`config.mk`:
```
export PLATFORM = sky130hd
export DESIGN_NAME = traffic_seq
export DESIGN_NICKNAME = d
export VERILOG_FILES = /design/src/rtl/traffic_seq_pkg.sv /design/src/rtl/seq_tick_counter.sv /design/src/rtl/seq_phase_decode.sv /design/src/rtl/seq_lamp_map.sv /design/src/rtl/traffic_seq.sv
export SDC_FILE = /design/constraint.sdc
export NUM_CORES = 1
export LEC_CHECK = 0
export ABC_AREA = 1
export CORE_MARGIN = 5
export CORE_UTILIZATION = 35
export CTS_BUF_LIST = sky130_fd_sc_hd__clkbuf_8
export CTS_CLUSTER_SIZE = 8
export DETAILED_ROUTE_END_ITERATION = 10
export PLACE_DENSITY = 0.74
export SKIP_CTS_REPAIR_TIMING = 1
export SYNTH_ARGS = -nofsm -noshare
export SYNTH_HDL_FRONTEND = slang
export SYNTH_SLANG_ARGS = --single-unit
```
`constraint.sdc`:
```
create_clock -name clk -period 1.49 [get_ports clk]
set_input_delay 0.149 -clock clk [delete_from_list [all_inputs] [get_ports clk]]
set_output_delay 0.149 -clock clk [all_outputs]
set_load 0.02 [all_outputs]
```
`src/rtl/traffic_seq_pkg.sv`:
```
package traffic_seq_pkg;
  // lamp encoding: bit 2 red, bit 1 amber, bit 0 green
  localparam logic [2:0] LAMP_RED   = 3'b100;
  localparam logic [2:0] LAMP_AMBER = 3'b010;
  localparam logic [2:0] LAMP_GREEN = 3'b001;

  typedef enum logic [1:0] {
    PH_REST      = 2'd0,
    PH_HWY_WARN  = 2'd1,
    PH_FARM_GO   = 2'd2,
    PH_FARM_WARN = 2'd3
  } phase_e;
endpackage

```
`src/rtl/seq_tick_counter.sv`:
```
module seq_tick_counter #(
  parameter int LAST = 53,
  parameter int W    = 6
) (
  input  logic         clk,
  input  logic         rst_n,
  input  logic         start_req,
  output logic [W-1:0] cnt,
  output logic         run
);
  localparam logic [W-1:0] LAST_V = W'(LAST);

  always_ff @(posedge clk or negedge rst_n) begin
    if (!rst_n) begin
      cnt <= '0;
      run <= 1'b0;
    end else if (run) begin
      if (cnt == LAST_V) begin
        cnt <= '0;
        run <= 1'b0;
      end else begin
        cnt <= cnt + 1'b1;
      end
    end else if (start_req) begin
      cnt <= {{(W-1){1'b0}}, 1'b1};
      run <= 1'b1;
    end
  end
endmodule

```
`src/rtl/seq_phase_decode.sv`:
```
module seq_phase_decode
  import traffic_seq_pkg::*;
#(
  parameter int W        = 6,
  parameter int GO_TICK  = 13,
  parameter int WARN_TICK = 43
) (
  input  logic [W-1:0] cnt,
  input  logic         run,
  output phase_e       phase
);
  localparam logic [W-1:0] GO_V   = W'(GO_TICK);
  localparam logic [W-1:0] WARN_V = W'(WARN_TICK);

  always_comb begin
    if (!run)              phase = PH_REST;
    else if (cnt < GO_V)   phase = PH_HWY_WARN;
    else if (cnt < WARN_V) phase = PH_FARM_GO;
    else                   phase = PH_FARM_WARN;
  end
endmodule

```
`src/rtl/seq_lamp_map.sv`:
```
module seq_lamp_map
  import traffic_seq_pkg::*;
(
  input  phase_e     phase,
  output logic [2:0] hwy,
  output logic [2:0] farm
);
  always_comb begin
    unique case (phase)
      PH_REST:      begin hwy = LAMP_GREEN; farm = LAMP_RED;   end
      PH_HWY_WARN:  begin hwy = LAMP_AMBER; farm = LAMP_RED;   end
      PH_FARM_GO:   begin hwy = LAMP_RED;   farm = LAMP_GREEN; end
      PH_FARM_WARN: begin hwy = LAMP_RED;   farm = LAMP_AMBER; end
      default:      begin hwy = LAMP_RED;   farm = LAMP_RED;   end
    endcase
  end
endmodule

```
`src/rtl/traffic_seq.sv`:
```
module traffic_seq
  import traffic_seq_pkg::*;
#(
  parameter int CYCLE_LAST     = 53,
  parameter int FARM_GO_TICK   = 13,
  parameter int FARM_WARN_TICK = 43,
  localparam int TICK_W        = $clog2(CYCLE_LAST + 1)
) (
  input  logic              clk,
  input  logic              rst_n,
  input  logic              farm_sense,
  output logic [2:0]        hwy_lamp,
  output logic [2:0]        farm_lamp,
  output logic [TICK_W-1:0] tick,
  output logic              busy
);
  phase_e phase;

  seq_tick_counter #(.LAST(CYCLE_LAST), .W(TICK_W)) cnt_i (
    .clk       (clk),
    .rst_n     (rst_n),
    .start_req (farm_sense),
    .cnt       (tick),
    .run       (busy)
  );

  seq_phase_decode #(.W(TICK_W), .GO_TICK(FARM_GO_TICK), .WARN_TICK(FARM_WARN_TICK)) dec_i (
    .cnt   (tick),
    .run   (busy),
    .phase (phase)
  );

  seq_lamp_map map_i (
    .phase (phase),
    .hwy   (hwy_lamp),
    .farm  (farm_lamp)
  );
endmodule

```
Word-level counts from Yosys, hierarchy flattened
Index checks and enable logic that the tools add are counted.
- add/subtract/negate cells: 1
- $lt $le $gt $ge: 2
- eq/ne operators: 4
- mux-type cells: 11
- reduce and logical (&&, ||, !) cells: 4
- operators by type and width (operator ; number):
    $mux 6 ; 3
    $pmux 3 s3 ; 2
    $add 6x1->6 const B ; 1
    $eq 6x6->1 const B ; 1
    $lt 6x4->1 const B ; 1
    $lt 6x6->1 const B ; 1
    $eq 2x2->1 const B ; 2
    $mux 1 ; 4
    $mux 2 ; 2
    $reduce_or 2->1 ; 2
    $eq 2x1->1 const B ; 1
    $logic_not 2->1 ; 1
    $reduce_bool 2->1 ; 1
- bits in registers: 7
- input port bits: 3
- output and inout port bits: 13
- word-level logic and storage cells: 24

Logic depth before layout (Yosys ltp)
- word-level depth: 7
- mapped depth: 7
- mapped depth without buffers: 7

By module
A second synthesis with hierarchy kept.
- cells, all modules: 69
- area, all modules: 474.2 um^2
- modules (own cells, without submodules) (module ; instances ; cells an instance ; area an instance (um^2) ; sequential area each (um^2)):
    seq_tick_counter ; 1 ; 46 ; 376.6 ; 175.2
    seq_phase_decode ; 1 ; 15 ; 65.1 ; 0.0
    seq_lamp_map ; 1 ; 8 ; 32.5 ; 0.0

Worst setup path before layout
No wires, ideal clock.
- path kind: reg-to-output
- start point: register cnt_i.cnt[0]
- end point: output farm_lamp[1]
- data arrival time: 1401 ps
- data required time: 1341 ps
- slack: -60 ps
- stages on the path, launching flop included: 6
- cell sequence: dfrtp_1 inv_1 ha_1 o21ai_2 nand2_2 nor2_1
- cells in the longest elaborated chain, start to end: 7
- elaborated cells between the ends (all ways): 11
- ends and longest elaborated chain (element ; RTL line ; text):
    start: declaration ; seq_tick_counter.sv:8 ; output logic [W-1:0] cnt,
    start signal: assignment ; seq_tick_counter.sv:22 ; cnt <= cnt + 1'b1;
    start signal: assignment ; seq_tick_counter.sv:25 ; cnt <= {{(W-1){1'b0}}, 1'b1};
    $lt 6x6->1 ; seq_phase_decode.sv:18 ; else if (cnt < WARN_V) phase = PH_FARM_GO;
    $mux 1 ; seq_phase_decode.sv:18 ;
    $mux 2 * ; seq_phase_decode.sv:17 ; else if (cnt < GO_V) phase = PH_HWY_WARN;
    $mux 2 * ; seq_phase_decode.sv:16 ; if (!run) phase = PH_REST;
    $eq 2x1->1 / $logic_not 2->1 (equally long branches) ; seq_lamp_map.sv:9 ; unique case (phase)
    $reduce_or 2->1 (no source line) ; - ;
    $pmux 3 s3 * ; seq_lamp_map.sv:9 ;
    end: declaration ; traffic_seq.sv:13 ; output logic [2:0] farm_lamp,
Every way passes the cells marked *; elsewhere a longest branch is shown, timed or not.

Worst setup path after layout
- start point: register cnt_i.cnt[0]
- end point: output farm_lamp[2]
The elaborated chain is that of the path after synthesis.

==> run metrics <==
ys flop type dfrtp_1; Core Region 1280 um^2; CP Class register to output pin; Setup crit start kind register; row count 13; Final Power around 0.00047 W; Die Ht 46.9 um; Max clock buf depth 2; fillers around 110; Worst-path clk slew 0.04 ns; global-route wire length before repair 2150 um; Int Power 0.000374 W; final number of hold-violating endpoints 0; Initial Util 37.0%; final wirelength 1320 um; yosys warns 0; Slew @ Worst Pin 0.415 ns; Synth top cells by count nand2_1 (25), inv_1 (8), dfrtp_1 (7); min Tclk post-route 1.50 ns; total I/O pin count 16; total gr overflow 0; Crit Path Max Fanout 4; VDD IR max ~0.41 mV; Worst path max stage delay 0.40 ns; register bit total from synthesis 7; hold crit path type primary input to asynchronous set/reset pin; Clk pwr share 57.1%; setup violators final 2; ANT nets after route 0; port buffer count 15; syn nets slightly above 70; # clock sinks 7; Pleak 0.532 nW; Die W 46.9 um; MaxCap Viol Count 0; worst-path cell chain inv_2 -> ha_4 -> o21ai_4 -> nand2_2 -> buf_4 -> buf_6; die area 2200 um^2; Max Clk Rate 0.667 GHz; GRT Util Overall 13.9%; area of the multi-input gates 288 um^2; register area 175 um^2; initial DRC count 21; vias in the first global route 513; via count about 520; dominant cell type by area after synthesis dfrtp_1; status complete, but fails checks; Arr. time, crit path 1.35 ns; Slew Viols, Final 0; sequential share of the synthesized area 36.8%; initial antenna violation count 0; post-route cell area ~800 um^2; drt pass-1 iters 4; CP required 1.34 ns; CP Capture Type output pin; Post-DP HPWL 933 um; pre-CTS WS -0.270 ns; H-tree Lvls 1; layout cell share with drive strength beyond 1 32.0%; PwrDens 572 nW/um^2; Sequential Power Share 40.9%; Area after DPL 729 um^2; setup TNS -0.0125 ns; root buffer cell clkbuf_8; CTS buffer count 3; failing checks setup timing; Synth top area share 36.8%; Logic pwr share 2.0%; Final Util 63.6%; TritonCTS clock tree done; Post-synth ARST share 100%; DR DRC count 0; DR vias/cell 4.67; headroom to the max-slew limit 72.3%; Switching Fraction approximately a fifth; n_diodes 0; clk_lat worst skew 0.23 ns; Nets about 100; EDFF count, synth 0; fin worst setup slack -0.00987 ns; Post-Synthesis Cells 66; Post-Syn Area 475 um^2; RSZ-0062 raised after global routing true; most common cell in the netlist nand2_1; largest net degree at the start of global routing 9; Area Overhead vs Synth 71.8%; slowest CP cell dfrtp_1; average instance area after synthesis 7.20 um^2; wire length per cell about 12 um; switching pwr ~0.000093 W; Setup Skew 0.00357 ns; fin crit share 101%; synth top area cells dfrtp_1 (37%), nand2_1 (20%), ha_1 (7.9%), nand3_1 (6.3%), inv_1 (6.3%); routability cong. 0.877; Distinct cells, synth 15
## area by class of cell
class                      instances  area share (%)
multi-input combinational         50            35.2
timing repair buffer              28            31.9
sequential                         7            21.4
clock buffer                       3            5.05
inverter                           8            3.68
tap                               15            2.30
clock inverter                     1           0.459
## routing by layer
layer	GRT usage, %	routed length [um]	up-vias
li1	-	-	265
met4	6.63	6	0
met3	2.30	97	2
met5	0	0	-
met2	22.2	672	20
met1	18.2	541	236
## cell usage in the layout, fill, tap and decap left out, drive strengths merged
master	netlist	routed
o21ai	3	3
buf	1	17
xor2	2	2
nor2	7	7
clkbuf	0	3
a21oi	1	1
nand2	27	27
clkdlybuf4s50	0	4
ha	3	3
dfrtp	7	7
o21bai	1	1
inv	8	9
dlymetal6s2s	0	7
nand3	6	6
## final timing paths
check,slack (ns),from,endpoint,cells after the start
worst max-delay path,-0.01,cnt_i.cnt[0],farm_lamp[2],6
worst min register to register,0.62,cnt_i.cnt[5],cnt_i.cnt[5],3
worst min-delay path,0.19,rst_n,cnt_i.cnt[3],1
min in group clk,0.54,farm_sense,cnt_i.run,3
max in group asynchronous,1.05,rst_n,cnt_i.run,1
worst max register to register,0.22,cnt_i.cnt[1],cnt_i.cnt[5],8
## cells by family after synthesis
| group | after synthesis | share of synthesized area, % |
|---|---|---|
| and+or+nand+nor | 40 | 36.3 |
| DFF | 7 | 36.8 |
| xor gates and xnor gates | 2 | 3.68 |
| AOI/OAI and AO/OA | 5 | 7.37 |
| buffers and inverters | 9 | 7.90 |
| adders and majority gates | 3 | 7.90 |
## worst max-delay path: cells and delay by family (launching register included)
family,cells,cell delay [ns]
adders and majority gates,1,0.16
DFF,1,0.40
and+or+nand+nor,1,0.10
buffers and inverters,3,0.32
AOI/OAI and AO/OA,1,0.14
## flip-flops by register name, summed over array words and instances, names as in the netlist
name and count:
cnt_i.cnt 6, cnt_i.run 1
## per-stage QoR
stage | std cells | hold slack, ns
5_1_grt | 112 | 0.219
2_1_floorplan | 66 | -0.147
3_5_place_dp | 107 | 0.450
4_1_cts | 111 | 0.210
3_3_place_gp | 107 | 0.443
6_report | 112 | 0.190
## power groups by stage
stage	logic [W]	registers, W	clock network, W
3_3_place_gp	0.00000937	0.000194	0
5_1_grt	0.0000104	0.000191	0.000282
2_1_floorplan	0.0000000268	0.000194	0
4_1_cts	0.00000981	0.000191	0.000268
3_5_place_dp	0.00000980	0.000194	0
6_report	0.00000932	0.000191	0.000267
Power figures use the tool's default switching activity.
